[src/rtl/spiadc_pkg.sv]
// Package: register addresses, frame phase type and access-range helpers
// shared by the register target and its checker.
package spiadc_pkg;

    localparam logic [15:0] A_CFG_A  = 16'h0000;
    localparam logic [15:0] A_CFG_B  = 16'h0001;
    localparam logic [15:0] A_REV    = 16'h0006;
    localparam logic [15:0] A_ID_LO  = 16'h000C;
    localparam logic [15:0] A_ID_HI  = 16'h000D;
    localparam logic [15:0] A_UPD    = 16'h000F;
    localparam logic [15:0] A_CTRL   = 16'h0100;
    localparam logic [15:0] A_STAT   = 16'h0103;
    localparam logic [15:0] A_V_LO   = 16'h0200;
    localparam logic [15:0] A_V_HI   = 16'h0201;
    localparam logic [15:0] A_I_LO   = 16'h0202;
    localparam logic [15:0] A_I_HI   = 16'h0203;

    localparam logic [7:0]  CFG_A_DEFAULT = 8'h99;

    typedef enum logic [1:0] {PH_ADDR_HI, PH_ADDR_LO, PH_DATA} phase_e;

    // True for every address that returns stored or fixed contents.
    function automatic logic addr_readable(input logic [15:0] a);
        return (a <= A_REV) || (a == A_ID_LO) || (a == A_ID_HI) ||
               (a == A_UPD) || (a == A_CTRL) || (a == A_STAT) ||
               ((a >= A_V_LO) && (a <= A_I_HI));
    endfunction

    // True only for the four bytes the host may modify.
    function automatic logic addr_writable(input logic [15:0] a);
        return (a == A_CFG_A) || (a == A_CFG_B) || (a == A_UPD) || (a == A_CTRL);
    endfunction

endpackage

[src/rtl/spiadc_shift.sv]
// Serial byte engine for SPI mode 0.
// Brings SCLK, CS_N and MOSI into the clk domain through two-flop
// synchronisers. It assembles receive bytes on rising edges and shifts the
// transmit byte out on falling edges.
// Assumes clk is at least about eight times faster than SCLK.
// rx_byte is valid in the cycle byte_done is high; a load in that cycle
// supplies the next byte to send.
module spiadc_shift (
    input  logic       clk,
    input  logic       rst_n,
    input  logic       sclk,
    input  logic       cs_n,
    input  logic       mosi,
    input  logic       load_en,
    input  logic [7:0] load_byte,
    output logic       miso,
    output logic       active,
    output logic       byte_done,
    output logic [7:0] rx_byte,
    output logic       frame_end
);

    logic [2:0] sclk_q;
    logic [2:0] cs_q;
    logic [1:0] mosi_q;
    logic [2:0] bit_cnt;
    logic [6:0] rx_sr;
    logic [7:0] tx_sr;
    logic       rise;
    logic       fall;

    // Synchronise the serial pins and keep one extra stage for edge detection.
    always_ff @(posedge clk) begin
        if (!rst_n) begin
            sclk_q <= '0;
            cs_q   <= '1;
            mosi_q <= '0;
        end else begin
            sclk_q <= {sclk_q[1:0], sclk};
            cs_q   <= {cs_q[1:0], cs_n};
            mosi_q <= {mosi_q[0], mosi};
        end
    end

    assign active    = ~cs_q[1];
    assign frame_end = cs_q[1] & ~cs_q[2];
    assign rise      = active & sclk_q[1] & ~sclk_q[2];
    assign fall      = active & ~sclk_q[1] & sclk_q[2];
    assign rx_byte   = {rx_sr, mosi_q[1]};
    assign byte_done = rise & (bit_cnt == 3'd7);
    assign miso      = tx_sr[7];

    // Count bits and collect MOSI on each rising edge within a frame.
    always_ff @(posedge clk) begin
        if (!rst_n || !active) begin
            bit_cnt <= '0;
            rx_sr   <= '0;
        end else if (rise) begin
            bit_cnt <= bit_cnt + 3'd1;
            rx_sr   <= rx_byte[6:0];
        end
    end

    // Load or shift the transmit byte. The falling edge that follows a byte
    // boundary leaves the freshly loaded MSB in place.
    always_ff @(posedge clk) begin
        if (!rst_n || !active) begin
            tx_sr <= '0;
        end else if (load_en) begin
            tx_sr <= load_byte;
        end else if (fall && bit_cnt != 3'd0) begin
            tx_sr <= {tx_sr[6:0], 1'b0};
        end
    end

endmodule

[src/rtl/spiadc_regs.sv]
// Register bank: configuration bytes, fixed identity bytes, the ready
// counter, the published result pair and the descending-read tracker
// that decides when to capture a new sample pair.
// Assumes the caller reports each completed data byte once through
// rd_done or wr_en, and reports the end of each frame through frame_end.
module spiadc_regs
    import spiadc_pkg::*;
#(
    parameter int         READY_CYCLES = 1000,
    parameter int         SAMPLE_W     = 12,
    parameter logic [7:0] REV_VAL      = 8'h02,
    parameter logic [7:0] ID_LO_VAL    = 8'h5A,
    parameter logic [7:0] ID_HI_VAL    = 8'h A5
) (
    input  logic                clk,
    input  logic                rst_n,
    input  logic [15:0]         rd_addr,
    output logic [7:0]          rd_data,
    input  logic [15:0]         acc_addr,
    input  logic                wr_en,
    input  logic [7:0]          wr_data,
    input  logic                rd_done,
    input  logic                frame_end,
    input  logic [SAMPLE_W-1:0] volt_in,
    input  logic [SAMPLE_W-1:0] curr_in,
    output logic                ready_o,
    output logic                latch_o,
    output logic [31:0]         cfg_o,
    output logic [31:0]         res_o
);

    localparam int CNT_W = $clog2(READY_CYCLES + 1);

    logic [CNT_W-1:0]    rdy_cnt;
    logic                ready;
    logic [7:0]          cfg_a, cfg_b, upd, ctrl;
    logic [SAMPLE_W-1:0] v_res, i_res;
    logic [15:0]         v_ext, i_ext;
    logic [1:0]          seq_pos;
    logic                latch_now;

    // Hold the ready flag low for READY_CYCLES cycles after reset.
    always_ff @(posedge clk) begin
        if (!rst_n) begin
            rdy_cnt <= '0;
            ready   <= 1'b0;
        end else if (!ready) begin
            if (rdy_cnt == CNT_W'(READY_CYCLES - 1)) ready <= 1'b1;
            else rdy_cnt <= rdy_cnt + 1'b1;
        end
    end

    // Accept host writes to the four writable bytes only.
    always_ff @(posedge clk) begin
        if (!rst_n) begin
            cfg_a <= CFG_A_DEFAULT;
            cfg_b <= 8'h00;
            upd   <= 8'h00;
            ctrl  <= 8'h00;
        end else if (wr_en) begin
            case (acc_addr)
                A_CFG_A: cfg_a <= wr_data;
                A_CFG_B: cfg_b <= wr_data;
                A_UPD:   upd   <= wr_data;
                A_CTRL:  ctrl  <= wr_data;
                default: ;
            endcase
        end
    end

    // Track how far the current frame has read down the result bytes.
    always_ff @(posedge clk) begin
        if (!rst_n || frame_end || wr_en) begin
            seq_pos <= 2'd0;
        end else if (rd_done) begin
            if (acc_addr == A_I_HI)                        seq_pos <= 2'd1;
            else if (seq_pos == 2'd1 && acc_addr == A_I_LO) seq_pos <= 2'd2;
            else if (seq_pos == 2'd2 && acc_addr == A_V_HI) seq_pos <= 2'd3;
            else                                           seq_pos <= 2'd0;
        end
    end

    assign latch_now = rd_done && (acc_addr == A_V_LO) && (seq_pos == 2'd3);

    // Capture a new sample pair once a complete descending read finishes.
    always_ff @(posedge clk) begin
        if (!rst_n) begin
            v_res <= '0;
            i_res <= '0;
        end else if (latch_now) begin
            v_res <= volt_in;
            i_res <= curr_in;
        end
    end

    assign v_ext = 16'(v_res);
    assign i_ext = 16'(i_res);

    // Return the byte at rd_addr; unreadable addresses give zero.
    always_comb begin
        rd_data = 8'h00;
        if (addr_readable(rd_addr)) begin
            case (rd_addr)
                A_CFG_A: rd_data = cfg_a;
                A_CFG_B: rd_data = cfg_b;
                A_REV:   rd_data = REV_VAL;
                A_ID_LO: rd_data = ID_LO_VAL;
                A_ID_HI: rd_data = ID_HI_VAL;
                A_UPD:   rd_data = upd;
                A_CTRL:  rd_data = ctrl;
                A_STAT:  rd_data = {7'd0, ready};
                A_V_LO:  rd_data = v_ext[7:0];
                A_V_HI:  rd_data = v_ext[15:8];
                A_I_LO:  rd_data = i_ext[7:0];
                A_I_HI:  rd_data = i_ext[15:8];
                default: rd_data = 8'h00;
            endcase
        end
    end

    assign ready_o = ready;
    assign latch_o = latch_now;
    assign cfg_o   = {cfg_a, cfg_b, upd, ctrl};
    assign res_o   = {i_ext, v_ext};

endmodule

[src/rtl/spiadc_target.sv]
// Top of the monitor ADC register target.
// Frames SPI bytes into two address bytes followed by data bytes, and steps
// the working address down after every data byte. It drives reads and
// writes into the register bank and feeds MISO with the next byte to read.
// Assumes clk runs well above the serial clock (see spiadc_shift).
module spiadc_target
    import spiadc_pkg::*;
#(
    parameter int         READY_CYCLES = 1000,
    parameter int         SAMPLE_W     = 12,
    parameter logic [7:0] REV_VAL      = 8'h02,
    parameter logic [7:0] ID_LO_VAL    = 8'h5A,
    parameter logic [7:0] ID_HI_VAL    = 8'hA5
) (
    input  logic                clk,
    input  logic                rst_n,
    input  logic                spi_sclk,
    input  logic                spi_cs_n,
    input  logic                spi_mosi,
    output logic                spi_miso,
    input  logic [SAMPLE_W-1:0] volt_sample,
    input  logic [SAMPLE_W-1:0] curr_sample
);

    phase_e      phase;
    logic [7:0]  addr_hi;
    logic        rd_mode;
    logic [15:0] cur_addr;
    logic [15:0] lo_addr;
    logic [15:0] rd_addr;
    logic [7:0]  rd_data;
    logic [7:0]  rx_byte;
    logic        active, byte_done, frame_end;
    logic        load_en, data_done, rd_done, wr_en;
    logic        ready_o, latch_o;
    logic [31:0] cfg_o, res_o;

    spiadc_shift u_shift (
        .clk       (clk),
        .rst_n     (rst_n),
        .sclk      (spi_sclk),
        .cs_n      (spi_cs_n),
        .mosi      (spi_mosi),
        .load_en   (load_en),
        .load_byte (rd_data),
        .miso      (spi_miso),
        .active    (active),
        .byte_done (byte_done),
        .rx_byte   (rx_byte),
        .frame_end (frame_end)
    );

    assign lo_addr   = {1'b0, addr_hi[6:0], rx_byte};
    assign rd_addr   = (phase == PH_ADDR_LO) ? lo_addr : cur_addr - 16'd1;
    assign data_done = byte_done && (phase == PH_DATA);
    assign rd_done   = data_done && rd_mode;
    assign wr_en     = data_done && !rd_mode;
    assign load_en   = byte_done && (((phase == PH_ADDR_LO) && addr_hi[7]) ||
                                     ((phase == PH_DATA) && rd_mode));

    // Walk the frame phases and step the working address down after each data byte.
    always_ff @(posedge clk) begin
        if (!rst_n) begin
            phase    <= PH_ADDR_HI;
            addr_hi  <= '0;
            rd_mode  <= 1'b0;
            cur_addr <= '0;
        end else if (!active) begin
            phase <= PH_ADDR_HI;
        end else if (byte_done) begin
            case (phase)
                PH_ADDR_HI: begin
                    addr_hi <= rx_byte;
                    phase   <= PH_ADDR_LO;
                end
                PH_ADDR_LO: begin
                    cur_addr <= lo_addr;
                    rd_mode  <= addr_hi[7];
                    phase    <= PH_DATA;
                end
                default: cur_addr <= cur_addr - 16'd1;
            endcase
        end
    end

    spiadc_regs #(
        .READY_CYCLES (READY_CYCLES),
        .SAMPLE_W     (SAMPLE_W),
        .REV_VAL      (REV_VAL),
        .ID_LO_VAL    (ID_LO_VAL),
        .ID_HI_VAL    (ID_HI_VAL)
    ) u_regs (
        .clk       (clk),
        .rst_n     (rst_n),
        .rd_addr   (rd_addr),
        .rd_data   (rd_data),
        .acc_addr  (cur_addr),
        .wr_en     (wr_en),
        .wr_data   (rx_byte),
        .rd_done   (rd_done),
        .frame_end (frame_end),
        .volt_in   (volt_sample),
        .curr_in   (curr_sample),
        .ready_o   (ready_o),
        .latch_o   (latch_o),
        .cfg_o     (cfg_o),
        .res_o     (res_o)
    );

endmodule

[config.mk]
export PLATFORM = sky130hd
export DESIGN_NAME = spiadc_target
export DESIGN_NICKNAME = d
export VERILOG_FILES = /design/src/rtl/spiadc_pkg.sv /design/src/rtl/spiadc_shift.sv /design/src/rtl/spiadc_regs.sv /design/src/rtl/spiadc_target.sv
export SDC_FILE = /design/constraint.sdc
export NUM_CORES = 1
export LEC_CHECK = 0
export ABC_CLOCK_PERIOD_IN_PS = 3500
export CAP_MARGIN = 20
export CORE_MARGIN = 4
export CORE_UTILIZATION = 55
export CTS_CLUSTER_DIAMETER = 80
export DETAILED_ROUTE_END_ITERATION = 16
export PLACE_DENSITY = 0.8
export SYNTH_ARGS = -nofsm -noshare
export SYNTH_HDL_FRONTEND = slang
export SYNTH_SLANG_ARGS = --single-unit
[constraint.sdc]
create_clock -name clk -period 3.5 [get_ports clk]
set_input_delay 0.35 -clock clk [delete_from_list [all_inputs] [get_ports clk]]
set_output_delay 0.35 -clock clk [all_outputs]
set_load 0.005 [all_outputs]
==> PnR_summary.wiki, run 1 <==
{| class="wikitable"
! Metric !! Value
|-
| TritonCTS clock tree || done
|-
| Switching part of the total || 0.2059
|-
| Path type of the worst min-delay path || input pin to flip-flop
|-
| Number of enable-type register cells in the synthesized netlist || 0
|-
| Number of antenna repair diodes || 0
|-
| Number of warnings reported in the yosys synthesis log || 0
|-
| Number of register bits inferred by synthesis || 122
|-
| Critical path fanouts, max || 9
|-
| H-Tree Depth || 4
|-
| Req. time, crit path || 3.83 ns
|-
| First-pass GRT wire length || 28570 um
|-
| Hold Buf Count CTS || 0
|-
| Die area || 0.01336 sq mm
|-
| Smallest setup slack after layout || 0.3020 ns
|-
| CTS clock-pin slew for the worst setup and hold paths || 0.06 ns
|-
| Antenna-violating nets left || 0
|-
| Share of async-settable or async-resettable flops after synthesis || 0
|-
| Part of the cycle the worst path needs || 0.9137
|-
| Largest voltage drop on the vdd net || 0.3846 mV
|-
| Starting Density || 0.5599
|-
| Final setup viols || 0
|-
| NumNets Final || 804
|-
| Clock period minus worst slack || 3.198 ns
|-
| Number of sinks on the clock net || 122
|-
| Fraction of layout instances using a drive strength above 1 || 0.1489
|-
| Part of the total power dissipated in sequential elements || 0.423
|-
| Part of the total power dissipated in the clock network || 0.554
|-
| Signal arrival time at the worst endpoint || 3.52 ns
|-
| Synthesis-to-layout area growth || 17.96%
|-
| Clk_lat worst skew || 0.42 ns
|-
| Post-route DRC violation count || 0
|-
| Synthesized instance count || 729
|-
| Final std cell area, no fill || 0.007510 sq mm
|-
| Primary flip-flop cell chosen by synthesis mapping || sky130_fd_sc_hd__dfxtp_1
|-
| Sequential-to-total area share from yosys stat || 0.3836
|-
| Result of the run || complete, no violations
|-
| Endpoint type of the worst setup path || flip-flop
|-
| Most common cell after layout, fill and taps aside || sky130_fd_sc_hd__dfxtp_1
|-
| Mapped Nets || 766
|-
| Crit Path Category || flip-flop to flip-flop
|-
| Row count || 39
|-
| Detail-routed via count per cell || 6.086
|-
| Tot Pwr || 3.316 mW
|-
| Number of antenna violations at the first check in global routing || 0
|-
| Largest net degree at the start of global routing || 99
|-
| Max-cap check violation count || 0
|-
| Sequential cell area in the final layout || 0.002442 sq mm
|-
| Final setup TNS || 0 ns
|-
| Max transition margin || 0.3544
|-
| Final-layout fill cell count || 928
|-
| Post-synth cell types || 73
|-
| Root buffer cell || sky130_fd_sc_hd__clkbuf_16
|-
| Kind of launch point of the worst setup path || flip-flop
|-
| Global-route usage over all layers || 0.2768
|-
| Area of the placeable core || 0.01137 sq mm
|-
| 1st-pass router iterations || 7
|-
| Number of CTS-inserted buffers || 17
|-
| Combinational Power Share || 0.023
|-
| Mean instance size in the synthesized netlist || 8.733 sq um
|-
| Wirelength per Cell || 18.98 um
|-
| Power per Cell Area || 441.6 mW/mm^2
|-
| Via count of the first global-routing pass || 5498
|-
| Width of the die || 115.6 um
|-
| Worst clock skew || 0.006526 ns
|-
| Final hold viol count || 0
|-
| Largest buffer count on any clock path || 2
|-
| Detail Placement HPWL || 12460 um
|-
| Count of final max-slew check failures || 0
|-
| Ports || 30
|-
| F_max || 312.7 MHz
|-
| GRT Residual Overflow || 0
|-
| Design internal power || 2.634 mW
|-
| Switching pwr || 682.8 uW
|-
| Setup repair after global routing missed its margin || no
|-
| Instance area at placement || 0.006833 sq mm
|-
| Routability-driven placement congestion ratio || 0.9454
|-
| Highest-count cells in the layout ignoring fill and taps || sky130_fd_sc_hd__dfxtp_1 (122), sky130_fd_sc_hd__nand2_1 (119), sky130_fd_sc_hd__mux2i_1 (50), sky130_fd_sc_hd__nor2b_1 (43), sky130_fd_sc_hd__nor2_1 (39)
|-
| Via count || 5611
|-
| Setup WS pre-CTS || 0.1397 ns
|-
| WL final || 17500 um
|-
| IO Port Bufs || 29
|-
| Worst slew pin tran || 0.9649 ns
|-
| Static leakage power || 2.895 nW
|-
| Height of the die || 115.6 um
|-
| Netlist Area Pre-Place || 0.006366 sq mm
|-
| Combined area of the multi-input logic cells || 0.003680 sq mm
|-
| Number of DRC markers after the initial detailed-route iteration || 576
|}
per-layer routing:
layer  up-vias  track usage  wire [um]
li1       2685            -          -
met1      2662       0.3481       7445
met2       209       0.4360       8065
met3        55      0.07885       1230
met4         0       0.1377        755
met5         -            0          0
power groups by stage:
stage                     Clock, mW  Sequential, mW  Combinational (mW)
final                          1.84            1.40              0.0759
after global routing           1.92            1.40              0.0818
after CTS                      1.86            1.40              0.0764
after detailed placement          0            1.43              0.0758
after global placement            0            1.43              0.0735
after floorplan                   0            1.43              0.0381
logic make-up (layout without fill, tap and decap cells):
logic type | Yosys count | in the layout | synth area share
compound gates | 145 | 145 | 0.1728
xor+xnor | 18 | 18 | 0.02476
fa+ha+maj | 8 | 8 | 0.01572
buf+inv | 55 | 105 | 0.04284
flops | 122 | 122 | 0.3836
mux | 61 | 61 | 0.09807
simple gates | 320 | 320 | 0.2622
cell type report:
| type | instances | area share |
|---|---|---|
| inverters | 9 | 0.004499 |
| flip-flops and latches | 122 | 0.3252 |
| clock inverters | 14 | 0.02582 |
| well taps | 143 | 0.02383 |
| repair buffers | 65 | 0.07398 |
| clock buffers | 17 | 0.05665 |
| multi-input cells | 552 | 0.4900 |
stage by stage:
stage	utilization	cells	hold WS (ns)
finish	0.6605	922	0.2645
global placement	0.6010	886	0.4163
floorplan	-	729	0.3863
CTS	0.6554	917	0.2460
global route	0.6605	922	0.2614
detailed placement	0.6010	886	0.4263
cells in the mapped netlist, types with 3 or more instances:
master	number	area (sq um)
sky130_fd_sc_hd__clkbuf_1	26	97.59
sky130_fd_sc_hd__and3_1	7	43.79
sky130_fd_sc_hd__a22oi_1	10	75.07
sky130_fd_sc_hd__or3_1	7	43.79
sky130_fd_sc_hd__nor2b_1	43	269.0
sky130_fd_sc_hd__a211oi_1	3	22.52
sky130_fd_sc_hd__a32oi_1	3	26.28
sky130_fd_sc_hd__o221a_2	7	78.83
sky130_fd_sc_hd__a41oi_1	3	26.28
sky130_fd_sc_hd__nand4_1	10	62.56
sky130_fd_sc_hd__a21oi_1	15	75.07
sky130_fd_sc_hd__buf_4	4	30.03
sky130_fd_sc_hd__ha_1	8	100.1
sky130_fd_sc_hd__nor3_1	17	85.08
sky130_fd_sc_hd__a31oi_1	7	43.79
sky130_fd_sc_hd__or4_1	3	22.52
sky130_fd_sc_hd__a21boi_1	9	67.56
sky130_fd_sc_hd__o41ai_1	3	26.28
sky130_fd_sc_hd__nor4_1	7	43.79
sky130_fd_sc_hd__nand2b_1	5	31.28
sky130_fd_sc_hd__xor2_1	6	52.55
sky130_fd_sc_hd__and2_1	18	112.6
sky130_fd_sc_hd__mux2_2	11	123.9
sky130_fd_sc_hd__nand3_1	16	80.08
sky130_fd_sc_hd__a21boi_0	27	202.7
sky130_fd_sc_hd__inv_1	9	33.78
sky130_fd_sc_hd__xnor2_1	12	105.1
sky130_fd_sc_hd__a221oi_1	6	52.55
sky130_fd_sc_hd__o31ai_1	7	52.55
sky130_fd_sc_hd__nor2_1	39	146.4
sky130_fd_sc_hd__mux2i_1	50	500.5
sky130_fd_sc_hd__o21ai_0	23	115.1
sky130_fd_sc_hd__dfxtp_1	122	2442
sky130_fd_sc_hd__buf_6	4	45.04
sky130_fd_sc_hd__nand2_2	3	18.77
sky130_fd_sc_hd__nor4b_1	3	26.28
sky130_fd_sc_hd__nand2_1	119	446.7
sky130_fd_sc_hd__buf_2	7	35.03
sky130_fd_sc_hd__a22o_1	6	52.55
sequential cells by signal (all words and copies together), names as in the netlist, 7 cells and up:
signal and count:
addr_hi 8, cur_addr 16, u_regs.cfg_a 8, u_regs.cfg_b 8, u_regs.ctrl 8, u_regs.i_res 12
u_regs.rdy_cnt 10, u_regs.upd 8, u_regs.v_res 12, u_shift.rx_sr 7, u_shift.tx_sr 8
critical path, stage by stage (launching register included):
cell and delay (ns):
sky130_fd_sc_hd__dfxtp_1 0.39, sky130_fd_sc_hd__inv_1 0.16, sky130_fd_sc_hd__ha_1 0.28, sky130_fd_sc_hd__nor3b_4 0.40, sky130_fd_sc_hd__buf_4 0.19, sky130_fd_sc_hd__nand4_1 0.09
sky130_fd_sc_hd__xor2_1 0.15, sky130_fd_sc_hd__a21oi_1 0.11, sky130_fd_sc_hd__or4_1 0.58, sky130_fd_sc_hd__nor3_2 0.34, sky130_fd_sc_hd__a22oi_1 0.15, sky130_fd_sc_hd__a221oi_1 0.26
what timing repair did:
| action | 4_1_cts | 5_1_grt |
|---|---|---|
| resized for setup | 0 | 4 |
| setup buffers | 0 | 5 |
| endpoints found under the setup margin | 0 | 8 |
final timing paths:
kind                                start                            end  slack, ns  cells after the start
max              cur_addr[0]$_SDFFE_PN0P_  u_shift.tx_sr[5]$_SDFFE_PP0P_       0.30                     11
min                                 rst_n        addr_hi[7]$_SDFFE_PN0P_       0.26                      2
max reg2reg      cur_addr[0]$_SDFFE_PN0P_  u_shift.tx_sr[5]$_SDFFE_PP0P_       0.30                     11
min reg2reg  u_shift.mosi_q[0]$_SDFF_PN0_   u_shift.mosi_q[1]$_SDFF_PN0_       0.44                      1
Power figures use the tool's default switching activity.
==> inputs of run 2 (changes only) <==
CORE_MARGIN = 2   (was 4)
PLACE_DENSITY = unset   (was 0.8)
PLACE_DENSITY_LB_ADDON = 0.15   (was unset)
==> PnR_summary.wiki, run 2 (same netlist as run 1, synthesis figures left out) <==
{| class="wikitable"
! Metric !! Value
|-
| Result of the run || complete, no violations
|-
| Detail-routed via count per cell || 5.961 (-2.1%)
|-
| F_max || 309.0 MHz (-1.2%)
|-
| Req. time, crit path || 3.81 ns (-0.02 ns)
|-
| Max-cap check violation count || 0 (unchanged)
|-
| Terminus of the critical flop-to-flop path || u_shift.tx_sr[7]$_SDFFE_PP0P_
|-
| Endpoint type of the worst setup path || flip-flop
|-
| Wirelength per Cell || 18.59 um (-2.1%)
|-
| Kind of launch point of the worst setup path || flip-flop
|-
| Non-filler instance count after layout || 914 (-0.87%)
|-
| Fraction of layout instances using a drive strength above 1 || 0.1414 (-0.007534)
|-
| Routability-driven placement congestion ratio || 0.9810 (+3.8%)
|-
| Clock period minus worst slack || 3.236 ns (+0.03803 ns)
|-
| Number of CTS-inserted buffers || 17 (unchanged)
|-
| CTS clock-pin slew for the worst setup and hold paths || 0.06 ns (about the same)
|-
| R2R Path Start || cur_addr[0]$_SDFFE_PN0P_
|-
| Die area || 0.01245 sq mm (-6.8%)
|-
| Detail Placement HPWL || 12060 um (-3.2%)
|-
| Final setup TNS || 0 ns (unchanged)
|-
| Post-Place Cells || 879 (-0.79%)
|-
| 1st-pass router iterations || 5 (-2)
|-
| Power per Cell Area || 427.3 mW/mm^2 (-3.2%)
|-
| Via count of the first global-routing pass || 5412 (-1.6%)
|-
| Final setup viols || 0 (unchanged)
|-
| Setup WS pre-CTS || 0.09870 ns (-0.04098 ns)
|-
| Worst hold margin || 0.4293 ns (+0.1647 ns)
|-
| Worst clock skew || 0.005864 ns (-0.0006622 ns)
|-
| Flip-flop count of the largest register, all copies and words added || 16 (unchanged)
|-
| Starting Density || 0.5599 (unchanged)
|-
| Count of final max-slew check failures || 0 (unchanged)
|-
| Register with the highest flop count || cur_addr
|-
| Largest voltage drop on the vdd net || 0.4113 mV (+7.0%)
|-
| Via count || 5448 (-2.9%)
|-
| Row count || 39 (unchanged)
|-
| Height of the die || 111.6 um (-3.5%)
|-
| TritonCTS clock tree || done
|-
| NumNets Final || 795 (-1.1%)
|-
| Number of antenna violations at the first check in global routing || 0 (unchanged)
|-
| Startpoint of the worst hold path || u_shift.cs_q[0]$_SDFF_PN1_
|-
| Final hold viol count || 0 (unchanged)
|-
| Worst slew pin tran || 0.9430 ns (-0.02181 ns)
|-
| Most common cell after layout, fill and taps aside || sky130_fd_sc_hd__dfxtp_1
|-
| Register-to-Register Path Depth || 10 (-1)
|-
| Signal arrival time at the worst endpoint || 3.55 ns (+0.03 ns)
|-
| R2R setup slack || 0.26 ns (-0.04 ns)
|-
| Number of antenna repair diodes || 0 (unchanged)
|-
| Number of sinks on the clock net || 122 (unchanged)
|-
| IO Port Bufs || 29 (unchanged)
|-
| Width of the die || 111.6 um (-3.5%)
|-
| Max transition margin || 0.3690 (+0.01460)
|-
| Synthesis-to-layout area growth || 16.25%
|-
| GRT Residual Overflow || 0 (unchanged)
|-
| Final standard cell utilization of the core || 0.6509 (-0.009574)
|-
| Largest buffer count on any clock path || 2 (unchanged)
|-
| Smallest setup slack after layout || 0.2639 ns (-0.03803 ns)
|-
| Final-layout fill cell count || 967 (+4.2%)
|-
| Highest-count cells in the layout ignoring fill and taps || sky130_fd_sc_hd__dfxtp_1 (122), sky130_fd_sc_hd__nand2_1 (119), sky130_fd_sc_hd__mux2i_1 (50), sky130_fd_sc_hd__nor2b_1 (43), sky130_fd_sc_hd__nor2_1 (39)
|-
| Clk_lat worst skew || 0.42 ns (about the same)
|-
| Area of the placeable core || 0.01137 sq mm (unchanged)
|-
| Antenna-violating nets left || 0 (unchanged)
|-
| Crit Path Category || flip-flop to flip-flop
|-
| Part of the cycle the worst path needs || 0.9246 (+0.01087)
|-
| Largest net degree at the start of global routing || 101 (+2.0%)
|-
| Ports || 30 (unchanged)
|-
| Capture endpoint of the worst hold path || u_shift.cs_q[1]$_SDFF_PN1_
|-
| Count of cells along the worst hold path || 1 (-1)
|-
| Static leakage power || 2.832 nW (-2.2%)
|-
| Root buffer cell || sky130_fd_sc_hd__clkbuf_16
|-
| WL final || 16990 um (-2.9%)
|-
| Number of DRC markers after the initial detailed-route iteration || 603 (+4.7%)
|-
| Setup repair after global routing missed its margin || no
|-
| Path type of the worst min-delay path || flip-flop to flip-flop
|-
| Global-route usage over all layers || 0.2820 (+0.005198)
|-
| First-pass GRT wire length || 27930 um (-2.2%)
|-
| Critical path fanouts, max || 13 (+4)
|-
| Largest registers || cur_addr (16), u_regs.i_res (12), u_regs.v_res (12)
|-
| Post-route DRC violation count || 0 (unchanged)
|-
| H-Tree Depth || 4 (unchanged)
|}
run 2: power by group:
part,switching [mW],internal (mW),total [mW]
sequential,0.00597,1.40,1.40
clock,0.649,1.04,1.69
combinational,0.0273,0.0472,0.0745
run 2: worst max path at each step:
| stage | startpoint | slack, ns | depth (start not counted) | to |
|---|---|---|---|---|
| 2_1_floorplan | cur_addr[0]$_SDFFE_PN0P_ | 0.65 | 10 | u_shift.tx_sr[7]$_SDFFE_PP0P_ |
| 3_3_place_gp | cur_addr[0]$_SDFFE_PN0P_ | 0.27 | 10 | u_shift.tx_sr[7]$_SDFFE_PP0P_ |
| 3_5_place_dp | cur_addr[0]$_SDFFE_PN0P_ | 0.1 | 10 | u_shift.tx_sr[7]$_SDFFE_PP0P_ |
| 4_1_cts | cur_addr[0]$_SDFFE_PN0P_ | 0.08 | 10 | u_shift.tx_sr[7]$_SDFFE_PP0P_ |
| 5_1_grt | cur_addr[0]$_SDFFE_PN0P_ | 0.04 | 10 | u_shift.tx_sr[7]$_SDFFE_PP0P_ |
| 6_report | cur_addr[0]$_SDFFE_PN0P_ | 0.26 | 10 | u_shift.tx_sr[7]$_SDFFE_PP0P_ |
run 2: timing repair:
action,in CTS,in global routing
endpoints found under the setup margin,0,8
hold buffers,0,0
buffers inserted,0,3
resized for setup,0,3
run 2: area by class of cell:
cell class / count / area [sq um] / area share
clock buffers: 20 / 466.7 / 0.06306
multi-input cells: 552 / 3676 / 0.4967
flip-flops and latches: 122 / 2442 / 0.3300
inverters: 9 / 33.78 / 0.004565
clock inverters: 12 / 115.1 / 0.01555
repair buffers: 56 / 488.0 / 0.06593
well taps: 143 / 178.9 / 0.02418
run 2: critical path: stages (launching register included):
cell                       delay (ns)
sky130_fd_sc_hd__dfxtp_1         0.38
sky130_fd_sc_hd__inv_1           0.16
sky130_fd_sc_hd__ha_1            0.28
sky130_fd_sc_hd__nor3b_4         0.38
sky130_fd_sc_hd__nand4_1         0.16
sky130_fd_sc_hd__xor2_1          0.17
sky130_fd_sc_hd__a21oi_1         0.11
sky130_fd_sc_hd__or3_2           0.61
sky130_fd_sc_hd__nor4_2          0.45
sky130_fd_sc_hd__a221oi_1        0.16
sky130_fd_sc_hd__a221oi_1        0.25
run 2: per-layer routing:
layer	up-vias	track usage	wire length, um
met5	-	0	0
met4	0	0.1119	472
met3	39	0.06859	1037
met2	197	0.4715	8023
met1	2560	0.3522	7456
li1	2652	-	-
run 2: through the flow:
step | cell area, sq um | total power [mW]
global route | 7401 | 3.263
floorplan | 6366 | 1.468
global placement | 6780 | 1.505
CTS | 7362 | 3.184
finish | 7401 | 3.163
detailed placement | 6780 | 1.507
